**config.mk**
```make
export PLATFORM = sky130hd
export DESIGN_NAME = adc_ctl_seq
export DESIGN_NICKNAME = d
export VERILOG_FILES = /design/src/rtl/adc_ctl_pkg.sv /design/src/rtl/adc_prescaler.sv /design/src/rtl/adc_trig_edge.sv /design/src/rtl/adc_result_pack.sv /design/src/rtl/adc_ctl_seq.sv
export SDC_FILE = /design/constraint.sdc
export NUM_CORES = 1
export LEC_CHECK = 0
export ABC_AREA = 1
export BUFFER_PORTS_ARGS = -buffer_cell sky130_fd_sc_hd__buf_2
export CAP_MARGIN = 10
export CORE_ASPECT_RATIO = 1.2
export CORE_MARGIN = 8
export CORE_UTILIZATION = 40
export CTS_CLUSTER_SIZE = 10
export DETAILED_ROUTE_END_ITERATION = 7
export PLACE_DENSITY_LB_ADDON = 0.05
export SKIP_LAST_GASP = 1
export SLEW_MARGIN = 0
export SYNTH_ARGS = -nofsm -noshare
export SYNTH_HDL_FRONTEND = slang
export SYNTH_HIERARCHICAL = 1
export SYNTH_SLANG_ARGS = --single-unit
export TNS_END_PERCENT = 100
```
**constraint.sdc**
```tcl
create_clock -name clk -period 3.6 [get_ports clk]
set_input_delay 0.9 -clock clk [delete_from_list [all_inputs] [get_ports clk]]
set_output_delay 0.9 -clock clk [all_outputs]
set_load 0.02 [all_outputs]
```
**src/rtl/adc_ctl_pkg.sv**
```systemverilog
package adc_ctl_pkg;

   typedef enum logic [1:0] {
      RA_CHAN = 2'd0,
      RA_CTRL = 2'd1,
      RA_RHI  = 2'd2,
      RA_RLO  = 2'd3
   } reg_addr_e;

   // control register bit positions
   localparam int unsigned CB_EN   = 7;
   localparam int unsigned CB_SC   = 6;
   localparam int unsigned CB_ATE  = 5;
   localparam int unsigned CB_FLAG = 4;
   localparam int unsigned CB_IE   = 3;

   // channel register bit positions
   localparam int unsigned CH_LEFT = 5;

endpackage

```
**src/rtl/adc_prescaler.sv**
```systemverilog
module adc_prescaler #(
   parameter int unsigned PS_W = 3
) (
   input  logic            clk,
   input  logic            rst_n,
   input  logic            en,
   input  logic [PS_W-1:0] code,
   output logic            tick
);
   localparam int unsigned CNT_W = (1 << PS_W) - 1;

   logic [CNT_W-1:0] cnt_q;
   logic [CNT_W-1:0] lim;

   if (PS_W < 1 || PS_W > 4) begin : g_bad_ps
      $error("adc_prescaler: PS_W out of range");
   end

   // code 0 is reserved and falls back to the smallest divisor
   always_comb begin
      if (code == '0) lim = CNT_W'(1);
      else            lim = (CNT_W'(1) << code) - CNT_W'(1);
   end

   // >= lets the counter recover when the divisor shrinks mid-count
   assign tick = en && (cnt_q >= lim);

   always_ff @(posedge clk or negedge rst_n) begin
      if (!rst_n)             cnt_q <= '0;
      else if (!en || tick)   cnt_q <= '0;
      else                    cnt_q <= cnt_q + CNT_W'(1);
   end

   // the smallest divisor is 2, so ticks never come back to back
   a_r6_tick_gap: assert property (@(posedge clk) disable iff (!rst_n)
      tick |=> !tick);

endmodule

```
**src/rtl/adc_trig_edge.sv**
```systemverilog
module adc_trig_edge #(
   parameter bit SYNC = 1'b1
) (
   input  logic clk,
   input  logic rst_n,
   input  logic trig,
   output logic rise
);
   logic lvl;
   logic lvl_d;

   if (SYNC) begin : g_sync
      logic s1_q, s2_q;
      always_ff @(posedge clk or negedge rst_n) begin
         if (!rst_n) begin
            s1_q <= 1'b0;
            s2_q <= 1'b0;
         end else begin
            s1_q <= trig;
            s2_q <= s1_q;
         end
      end
      assign lvl = s2_q;
   end else begin : g_direct
      assign lvl = trig;
   end

   always_ff @(posedge clk or negedge rst_n) begin
      if (!rst_n) lvl_d <= 1'b0;
      else        lvl_d <= lvl;
   end

   assign rise = lvl && !lvl_d;

endmodule

```
**src/rtl/adc_result_pack.sv**
```systemverilog
module adc_result_pack #(
   parameter int unsigned DATA_W = 10,
   parameter int unsigned BYTE_W = 8
) (
   input  logic [DATA_W-1:0] data,
   input  logic              left,
   output logic [BYTE_W-1:0] hi,
   output logic [BYTE_W-1:0] lo
);
   localparam int unsigned PAIR_W = 2 * BYTE_W;
   localparam int unsigned PAD_W  = PAIR_W - DATA_W;

   logic [PAIR_W-1:0] pair;

   if (DATA_W <= BYTE_W || DATA_W > PAIR_W) begin : g_bad_w
      $error("adc_result_pack: DATA_W must lie between BYTE_W+1 and 2*BYTE_W");
   end

   always_comb begin
      if (left) pair = {data, {PAD_W{1'b0}}};
      else      pair = {{PAD_W{1'b0}}, data};
   end

   assign hi = pair[PAIR_W-1:BYTE_W];
   assign lo = pair[BYTE_W-1:0];

   // the padding bits of the pair are always zero
   always_comb begin
      if (left) a_r9_left_pad: assert (lo[PAD_W-1:0] == '0);
      else      a_r9_right_pad: assert (hi[BYTE_W-1:DATA_W-BYTE_W] == '0);
   end

endmodule

```
**src/rtl/adc_ctl_seq.sv**
```systemverilog
module adc_ctl_seq
   import adc_ctl_pkg::*;
#(
   parameter int unsigned DATA_W    = 10,
   parameter int unsigned BYTE_W    = 8,
   parameter int unsigned PS_W      = 3,
   parameter int unsigned REF_W     = 2,
   parameter int unsigned MUX_W     = 5,
   parameter bit          SYNC_TRIG = 1'b1
) (
   input  logic              clk,
   input  logic              rst_n,
   input  logic [1:0]        bus_addr,
   input  logic              bus_wr,
   input  logic [BYTE_W-1:0] bus_wdata,
   output logic [BYTE_W-1:0] bus_rdata,
   input  logic              trig_in,
   output logic              conv_tick,
   output logic              conv_start,
   input  logic              conv_done,
   input  logic [DATA_W-1:0] conv_data,
   output logic [REF_W-1:0]  ref_sel,
   output logic [MUX_W-1:0]  chan_code,
   output logic              irq
);
   localparam int unsigned REF_LSB = BYTE_W - REF_W;

   if (REF_W + 1 + MUX_W != BYTE_W) begin : g_bad_chan
      $error("adc_ctl_seq: channel fields must fill one byte");
   end
   if (PS_W + 5 != BYTE_W) begin : g_bad_ctrl
      $error("adc_ctl_seq: control fields must fill one byte");
   end

   logic [BYTE_W-1:0] chan_q;
   logic              en_q, busy_q, ate_q, flag_q, ie_q;
   logic [PS_W-1:0]   ps_q;
   logic [BYTE_W-1:0] rhi_q, rlo_q;
   logic [BYTE_W-1:0] pk_hi, pk_lo;
   logic              wr_chan, wr_ctrl;
   logic              trig_rise, sw_req, hw_req, kill, finish;

   assign wr_chan = bus_wr && (bus_addr == RA_CHAN);
   assign wr_ctrl = bus_wr && (bus_addr == RA_CTRL);

   adc_trig_edge #(.SYNC(SYNC_TRIG)) u_trig (
      .clk(clk), .rst_n(rst_n), .trig(trig_in), .rise(trig_rise));

   adc_prescaler #(.PS_W(PS_W)) u_ps (
      .clk(clk), .rst_n(rst_n), .en(en_q), .code(ps_q), .tick(conv_tick));

   adc_result_pack #(.DATA_W(DATA_W), .BYTE_W(BYTE_W)) u_pack (
      .data(conv_data), .left(chan_q[CH_LEFT]), .hi(pk_hi), .lo(pk_lo));

   // a write that turns the block off blocks any start in the same cycle
   assign kill   = wr_ctrl && !bus_wdata[CB_EN];
   assign sw_req = wr_ctrl && bus_wdata[CB_SC] && bus_wdata[CB_EN];
   assign hw_req = en_q && ate_q && trig_rise;
   assign conv_start = (sw_req || hw_req) && !busy_q && !kill;
   assign finish = busy_q && conv_done;

   always_ff @(posedge clk or negedge rst_n) begin
      if (!rst_n) begin
         chan_q <= '0;
         en_q   <= 1'b0;
         ate_q  <= 1'b0;
         ie_q   <= 1'b0;
         ps_q   <= '0;
      end else begin
         if (wr_chan) chan_q <= bus_wdata;
         if (wr_ctrl) begin
            en_q  <= bus_wdata[CB_EN];
            ate_q <= bus_wdata[CB_ATE];
            ie_q  <= bus_wdata[CB_IE];
            ps_q  <= bus_wdata[PS_W-1:0];
         end
      end
   end

   always_ff @(posedge clk or negedge rst_n) begin
      if (!rst_n) begin
         busy_q <= 1'b0;
         flag_q <= 1'b0;
         rhi_q  <= '0;
         rlo_q  <= '0;
      end else begin
         if (conv_start)              busy_q <= 1'b1;
         else if (finish || !en_q)    busy_q <= 1'b0;

         // completion wins over a clear in the same cycle
         if (finish)                                flag_q <= 1'b1;
         else if (wr_ctrl && bus_wdata[CB_FLAG])    flag_q <= 1'b0;

         if (finish) begin
            rhi_q <= pk_hi;
            rlo_q <= pk_lo;
         end
      end
   end

   always_comb begin
      unique case (bus_addr)
         RA_CHAN: bus_rdata = chan_q;
         RA_CTRL: bus_rdata = {en_q, busy_q, ate_q, flag_q, ie_q, ps_q};
         RA_RHI:  bus_rdata = rhi_q;
         default: bus_rdata = rlo_q;
      endcase
   end

   assign ref_sel   = chan_q[BYTE_W-1:REF_LSB];
   assign chan_code = chan_q[MUX_W-1:0];
   assign irq       = flag_q && ie_q;

   // a disabled block never clocks the converter
   a_r1_idle_when_off: assert property (@(posedge clk) disable iff (!rst_n)
      !en_q |-> !conv_tick);

   // an issued start leaves the block busy
   a_r2_start_busy: assert property (@(posedge clk) disable iff (!rst_n)
      conv_start |=> busy_q);

   // no second start while a conversion runs
   a_r11_no_restart: assert property (@(posedge clk) disable iff (!rst_n)
      busy_q |-> !conv_start);

   // completion raises the flag and loads the result pair
   a_r4_flag_on_done: assert property (@(posedge clk) disable iff (!rst_n)
      finish |=> (flag_q && rhi_q == $past(pk_hi) && rlo_q == $past(pk_lo)));

endmodule

```
==> impl_metrics.yaml, run 1 <==
timing:
  worst_pin_slew_ps: 970
  report.final.slew_viol_count: 0
  grt_setup_unrepaired: "false"
  period_share: 0.787
  final_count_of_hold_timing_violations: 0
  fin_hold_ws_ps: 352
  slew_headroom: 0.353
  finalSetupViolCount: 0
  period_needed_ps: 2830
  final_skew_ps: 6.99
  totalNegativeSetupSlack_ps: 0
  maxClockFrequency_ghz: 0.353
placement:
  detailed_place.area_um2: 2460
  placed_cells: 367
  gp_congestion: 0.743
  post-dp-hpwl_um: 3920
  port-buffer-count: 42
global_route:
  grt_pass1_wl_um: 9190
  number_of_global_route_vias_before_repair: 1894
  antenna_found_initial: 0
  globalRoute.totalOverflow: 0
  total_routing_usage_gr: 0.138
  grt_start_max_net_pins: 43
yosys:
  synth_xor_area_frac: 0.0116
  synth_nets: 305
  synth-seq-area-share: 0.463
  ys_top_cells_by_area: "dfrtp_1, nand2_1, mux2_2, inv_1, ha_1"
  syn-mean-instance-area_um2: 8.32
  synth_top_area_cell: "dfrtp_1"
  post_synth_fa_ha_maj_area_fraction: 0.0386
  synthDominantCellAreaShare: 0.463
  yosys-mux-area-fraction: 0.0793
  synth_cells: 273
  main_combinational_cell_family_by_area_after_synthesis: "simple AND/OR/NAND/NOR gates"
  synth_compound_area_frac: 0.0226
  post_synth_and_or_nand_nor_area_fraction: 0.290
  synth_cell_type_count: 24
  yosysWarningCount: 6
  synth.ff_latch_count: 42
  post_synth_instance_area_um2: 2270
power_and_ir_drop:
  power_frac_clock: 0.254
  leakagePower_nw: 1.43
  pwr-share-seq: 0.480
  ir_worst_vdd_mv: 0.226
  power.combinational.fraction: 0.266
  powerDensity_nw_per_um2: 573
  post_layout_power_w: 0.00147
  internal_power_w: 0.000978
  p_sw_frac: 0.336
  power_switching_w: 0.000495
routing:
  drt_first_iter_violations: 59
  vias: 1777
  drc: 0
  drt-pass1-iter-count: 4
  postRouteWirelength_um: 5200
  via_per_inst: 4.74
  detail_route.wl_per_cell_um: 13.9
  antenna_violating_nets_post_route: 0
critical_path:
  worst_ep_required_time_ps: 2700
  critical-path-slowest-cell: "nor2_1"
  worstPathCellList: "buf_2, inv_1, nor2_1, nand2_1, nand4_1, buf_2"
  timing.setup.critical_path_class: "primary input to output pin"
  cp_max_fo: 8
  arrival_ps: 1930
  critical_path.max_stage_delay_ps: 430
  startpoint_kind_of_the_worst_setup_timing_path: "primary input"
  crit_top_cell: "buf_2"
  r2r.worst_path.cells: 7
  element_type_at_the_critical_path_end: "output pin"
finish:
  mostFrequentLayoutCell: "nand2_1"
  multi_input_comb_area_um2: 1000
  register_area_um2: 1050
  num_antenna_cells: 0
  fillCellCount: 579
  finish.cell_count_without_fillers: 375
  area.growth.synth_to_final_pct: 13.2
  fraction_of_layout_cells_with_a_size_suffix_above_1: 0.241
  layout.nets: 342
  fin_area_um2: 2570
  layout.cells.most_common_list: "nand2_1, dfrtp_1, buf_2, inv_1, nor2_1"
clock_tree:
  clk_latency_ps: 300
  clock_buffer_depth: 2
  cts_setup_buffers: 0
  cts-buffers-inserted: 5
  clock-sinks: 42
  cts_tree: "built"
  cts_root_buffer: "clkbuf_8"
  cts.clk_slew.worst_paths_ps: 80
  h-tree-depth: 2
  cts_hold_buf: 0
  postCtsResizedCells: 0
hold_path:
  worstHoldPathCells: 0
  worstHoldPathType: "flop to flop"
floorplanning:
  core_area_um2: 5560
  start_util: 0.409
  die-height_um: 98.5
  i_o_pin_count: 43
  design.die.area_um2: 8350
  die-width_um: 84.8
  rows: 30
run_status:
  run_status: "finished clean"
run:
  cap_viol_max_count: 0
final timing paths:
path,start,to,slack [ps]
worst max register to register,ps_q[2]$_DFFE_PN0N_,u_ps/cnt_q[3]$_DFF_PN0_,2010
min in group asynchronous,rst_n,u_ps/cnt_q[5]$_DFF_PN0_,760
worst min-delay path,u_trig/g_sync.s1_q$_DFF_PN0_,u_trig/g_sync.s2_q$_DFF_PN0_,350
worst max-delay path,bus_addr[1],bus_rdata[1],770
worst min register to register,u_trig/g_sync.s1_q$_DFF_PN0_,u_trig/g_sync.s2_q$_DFF_PN0_,350
max in group asynchronous,rst_n,rhi_q[4]$_DFFE_PN0P_,2240
cells by family after synthesis:
logic type	Yosys count
AOI/OAI and AO/OA	9
xor gates and xnor gates	3
adders and majority gates	7
buffers and inverters	43
DFF	42
muxes	16
and+or+nand+nor	153
power by group through the flow:
stage | sequential [W] | combinational (W) | clock (W)
after floorplan | 0.000674 | 0.000323 | 0
after global placement | 0.000712 | 0.000392 | 0
after detailed placement | 0.000716 | 0.000398 | 0
after CTS | 0.000707 | 0.000400 | 0.000390
after global routing | 0.000731 | 0.000450 | 0.000404
final | 0.000706 | 0.000392 | 0.000375
sequential cells by signal, indices dropped and copies added, names as in the netlist:
register and flops:
en_q 1, rhi_q 8, ie_q 1, ate_q 1, flag_q 1, chan_q 8
busy_q 1, u_trig/g_sync.s2_q 1, rlo_q 8, u_trig/g_sync.s1_q 1, u_trig/lvl_d 1, u_ps/cnt_q 7
ps_q 3
cell usage after synthesis:
cell type	number
nand2_1	104
dfrtp_1	42
inv_1	31
nor2_1	18
mux2_2	16
nand3_1	13
nand4_1	8
buf_4	7
ha_1	7
o21ai_0	4
a21oi_1	3
nand3_2	3
nor2_2	3
buf_2	2
buf_6	2
xor2_1	2
a21boi_0	1
a21oi_2	1
buf_8	1
nand2_2	1
nand2_4	1
nand3b_1	1
nor2_4	1
xnor2_1	1
per-layer routing:
| metal | global-route usage | share of wire | up-vias |
|---|---|---|---|
| met5 | 0 | 0 | - |
| met4 | 0.0536 | 0.016 | 0 |
| met3 | 0.0308 | 0.041 | 6 |
| met2 | 0.228 | 0.46 | 35 |
| met1 | 0.170 | 0.49 | 812 |
| li1 | - | - | 924 |
final cells by class:
class / count / area share
flip-flops and latches: 42 / 0.409
clock inverters: 2 / 0.0146
well taps: 64 / 0.0311
multi-input cells: 188 / 0.390
clock buffers: 6 / 0.0282
repair buffers: 42 / 0.0818
inverters: 31 / 0.0453
metrics by stage:
stage / setup slack, ps / util
after floorplan: 1090 / -
after detailed placement: 724 / 0.443
after CTS: 724 / 0.463
after global routing: 602 / 0.463
final: 768 / 0.463
after global placement: 737 / 0.443
critical path: cells and delay by family:
kind,cells,cell delay (ps)
and+or+nand+nor,3,660
buffers and inverters,3,360
Power figures use the tool's default switching activity.
==> inputs of run 2 (changes only) <==
- clock period: 3.6 -> 2.4 ns (I/O delays scaled with it)
==> run 2 against run 1 <==
Utilization grew 0.65 points. Die area unchanged. Final cell count rose by 1.3%. Register-to-register slack got worse by 1100 ps. Total power rose by 44%. Via count up 1.3%. Clock power rose by 21%. Design area up 1.4%. Critical endpoint is now conv_tick. Combinational power increased by 58%. Wire length down 0.58%.
==> impl_metrics.yaml, run 2 (synthesized netlist as in run 1, its figures left out) <==
placement:
  gp_congestion: 0.777
  port-buffer-count: 42
  post-dp-hpwl_um: 3940
  dp_slack_ps: 291
routing:
  drc: 0
  detail_route.wl_per_cell_um: 13.6
  antenna_violating_nets_post_route: 0
  postRouteWirelength_um: 5170
  via_per_inst: 4.74
  drt-pass1-iter-count: 4
  drt_first_iter_violations: 54
  vias: 1800
run_status:
  run_status: "finished clean"
timing:
  final_count_of_hold_timing_violations: 0
  worst_pin_slew_ps: 549
  final_skew_ps: 4.88
  report.final.slew_viol_count: 0
  slew_headroom: 0.634
  period_needed_ps: 2290
  period_share: 0.952
  maxClockFrequency_ghz: 0.437
  finalSetupViolCount: 0
  post-route-worst-setup-slack_ps: 114
clock_tree:
  clock-sinks: 42
  cts_root_buffer: "clkbuf_8"
  cts-buffers-inserted: 5
  cts_hold_buf: 0
  clock_buffer_depth: 2
  cts_tree: "built"
  clk_latency_ps: 290
  cts.clk_slew.worst_paths_ps: 80
  h-tree-depth: 2
finish:
  area.growth.synth_to_final_pct: 14.8
  num_antenna_cells: 0
  top_regs: "chan_q: 8 flops, rhi_q: 8 flops, rlo_q: 8 flops"
  fraction_of_layout_cells_with_a_size_suffix_above_1: 0.269
  layout.nets: 349
  fillCellCount: 568
  mostFrequentLayoutCell: "nand2_1"
  layout.cells.most_common_list: "nand2_1, buf_2, dfrtp_1, inv_1, nor2_1"
power_and_ir_drop:
  powerDensity_nw_per_um2: 813
  power.combinational.fraction: 0.292
  pwr-share-seq: 0.494
  internal_power_w: 0.00140
  power_frac_clock: 0.214
  p_sw_frac: 0.341
  ir_worst_vdd_mv: 0.333
  post_layout_power_w: 0.00212
  power_switching_w: 0.000723
  leakagePower_nw: 1.45
floorplanning:
  die-height_um: 98.5
  design.die.area_um2: 8350
  core_area_um2: 5560
  i_o_pin_count: 43
  start_util: 0.409
  rows: 30
  die-width_um: 84.8
critical_path:
  cp_max_fo: 8
  startpoint_kind_of_the_worst_setup_timing_path: "flop"
  timing.setup.critical_path_class: "flop to output pin"
  arrival_ps: 1690
  element_type_at_the_critical_path_end: "output pin"
  worst_ep_required_time_ps: 1800
global_route:
  globalRoute.totalOverflow: 0
  total_routing_usage_gr: 0.131
  antenna_found_initial: 0
  grt_pass1_wl_um: 8740
  number_of_global_route_vias_before_repair: 1795
  grt_start_max_net_pins: 43
hold_path:
  worstHoldPathType: "flop to flop"
run:
  cap_viol_max_count: 0
run 2: worst max-delay path, cell delays in order (launching register included):
cell and delay, ps:
dfrtp_2 450, nand3_2 90, ha_1 300, nand2_1 70
nor2_1 110, nand2_1 90, a21boi_1 130, buf_4 160
run 2: power groups by stage:
| stage | combinational, W | clock [W] | sequential (W) |
|---|---|---|---|
| after floorplan | 0.000484 | 0 | 0.00101 |
| after CTS | 0.000621 | 0.000472 | 0.00104 |
| final | 0.000620 | 0.000453 | 0.00105 |
| after global routing | 0.000703 | 0.000493 | 0.00107 |
| after global placement | 0.000612 | 0 | 0.00106 |
| after detailed placement | 0.000620 | 0 | 0.00106 |
run 2: routing by layer:
layer,vias up,part of all wire,global-route usage
met4,0,0.013,0.0453
met3,5,0.041,0.0358
met5,-,0,0
met1,825,0.48,0.156
li1,935,-,-
met2,35,0.46,0.219
run 2: stage by stage:
stage / hold WS [ps] / utilization / instances / instance area [um2] / TNS [ps]
6_report: 353 / 0.469 / 380 / 2610 / 0
5_1_grt: 365 / 0.469 / 380 / 2610 / -12.0
4_1_cts: 357 / 0.465 / 378 / 2580 / 0
3_5_place_dp: 340 / 0.450 / 372 / 2500 / 0
3_3_place_gp: 334 / 0.450 / 372 / 2500 / 0
2_1_floorplan: 304 / - / 273 / 2270 / 0
run 2: final cells by class:
class / count / area, um2 / share of cell area
clock buffers: 6 / 82.6 / 0.0317
inverters: 31 / 116 / 0.0446
multi-input cells: 188 / 1010 / 0.387
flip-flops and latches: 42 / 1050 / 0.405
well taps: 64 / 80.1 / 0.0307
repair buffers: 49 / 265 / 0.102
run 2: final timing paths:
| check | startpoint | endpoint | slack, ps | depth (start not counted) |
|---|---|---|---|---|
| max in group asynchronous | rst_n | ps_q[2]$_DFFE_PN0N_ | 1620 | 2 |
| min in group asynchronous | rst_n | u_ps/cnt_q[5]$_DFF_PN0_ | 370 | 2 |
| min | u_trig/g_sync.s1_q$_DFF_PN0_ | u_trig/g_sync.s2_q$_DFF_PN0_ | 350 | 0 |
| max reg2reg | ps_q[2]$_DFFE_PN0N_ | u_ps/cnt_q[2]$_DFF_PN0_ | 880 | 7 |
| min reg2reg | u_trig/g_sync.s1_q$_DFF_PN0_ | u_trig/g_sync.s2_q$_DFF_PN0_ | 350 | 0 |
| max | ps_q[2]$_DFFE_PN0N_ | conv_tick | 110 | 7 |
run 2: repair_timing:
item,4_1_cts,5_1_grt
resized for setup,1,6
pin swaps,0,2
setup buffers,0,2
setup endpoints to repair,1,1
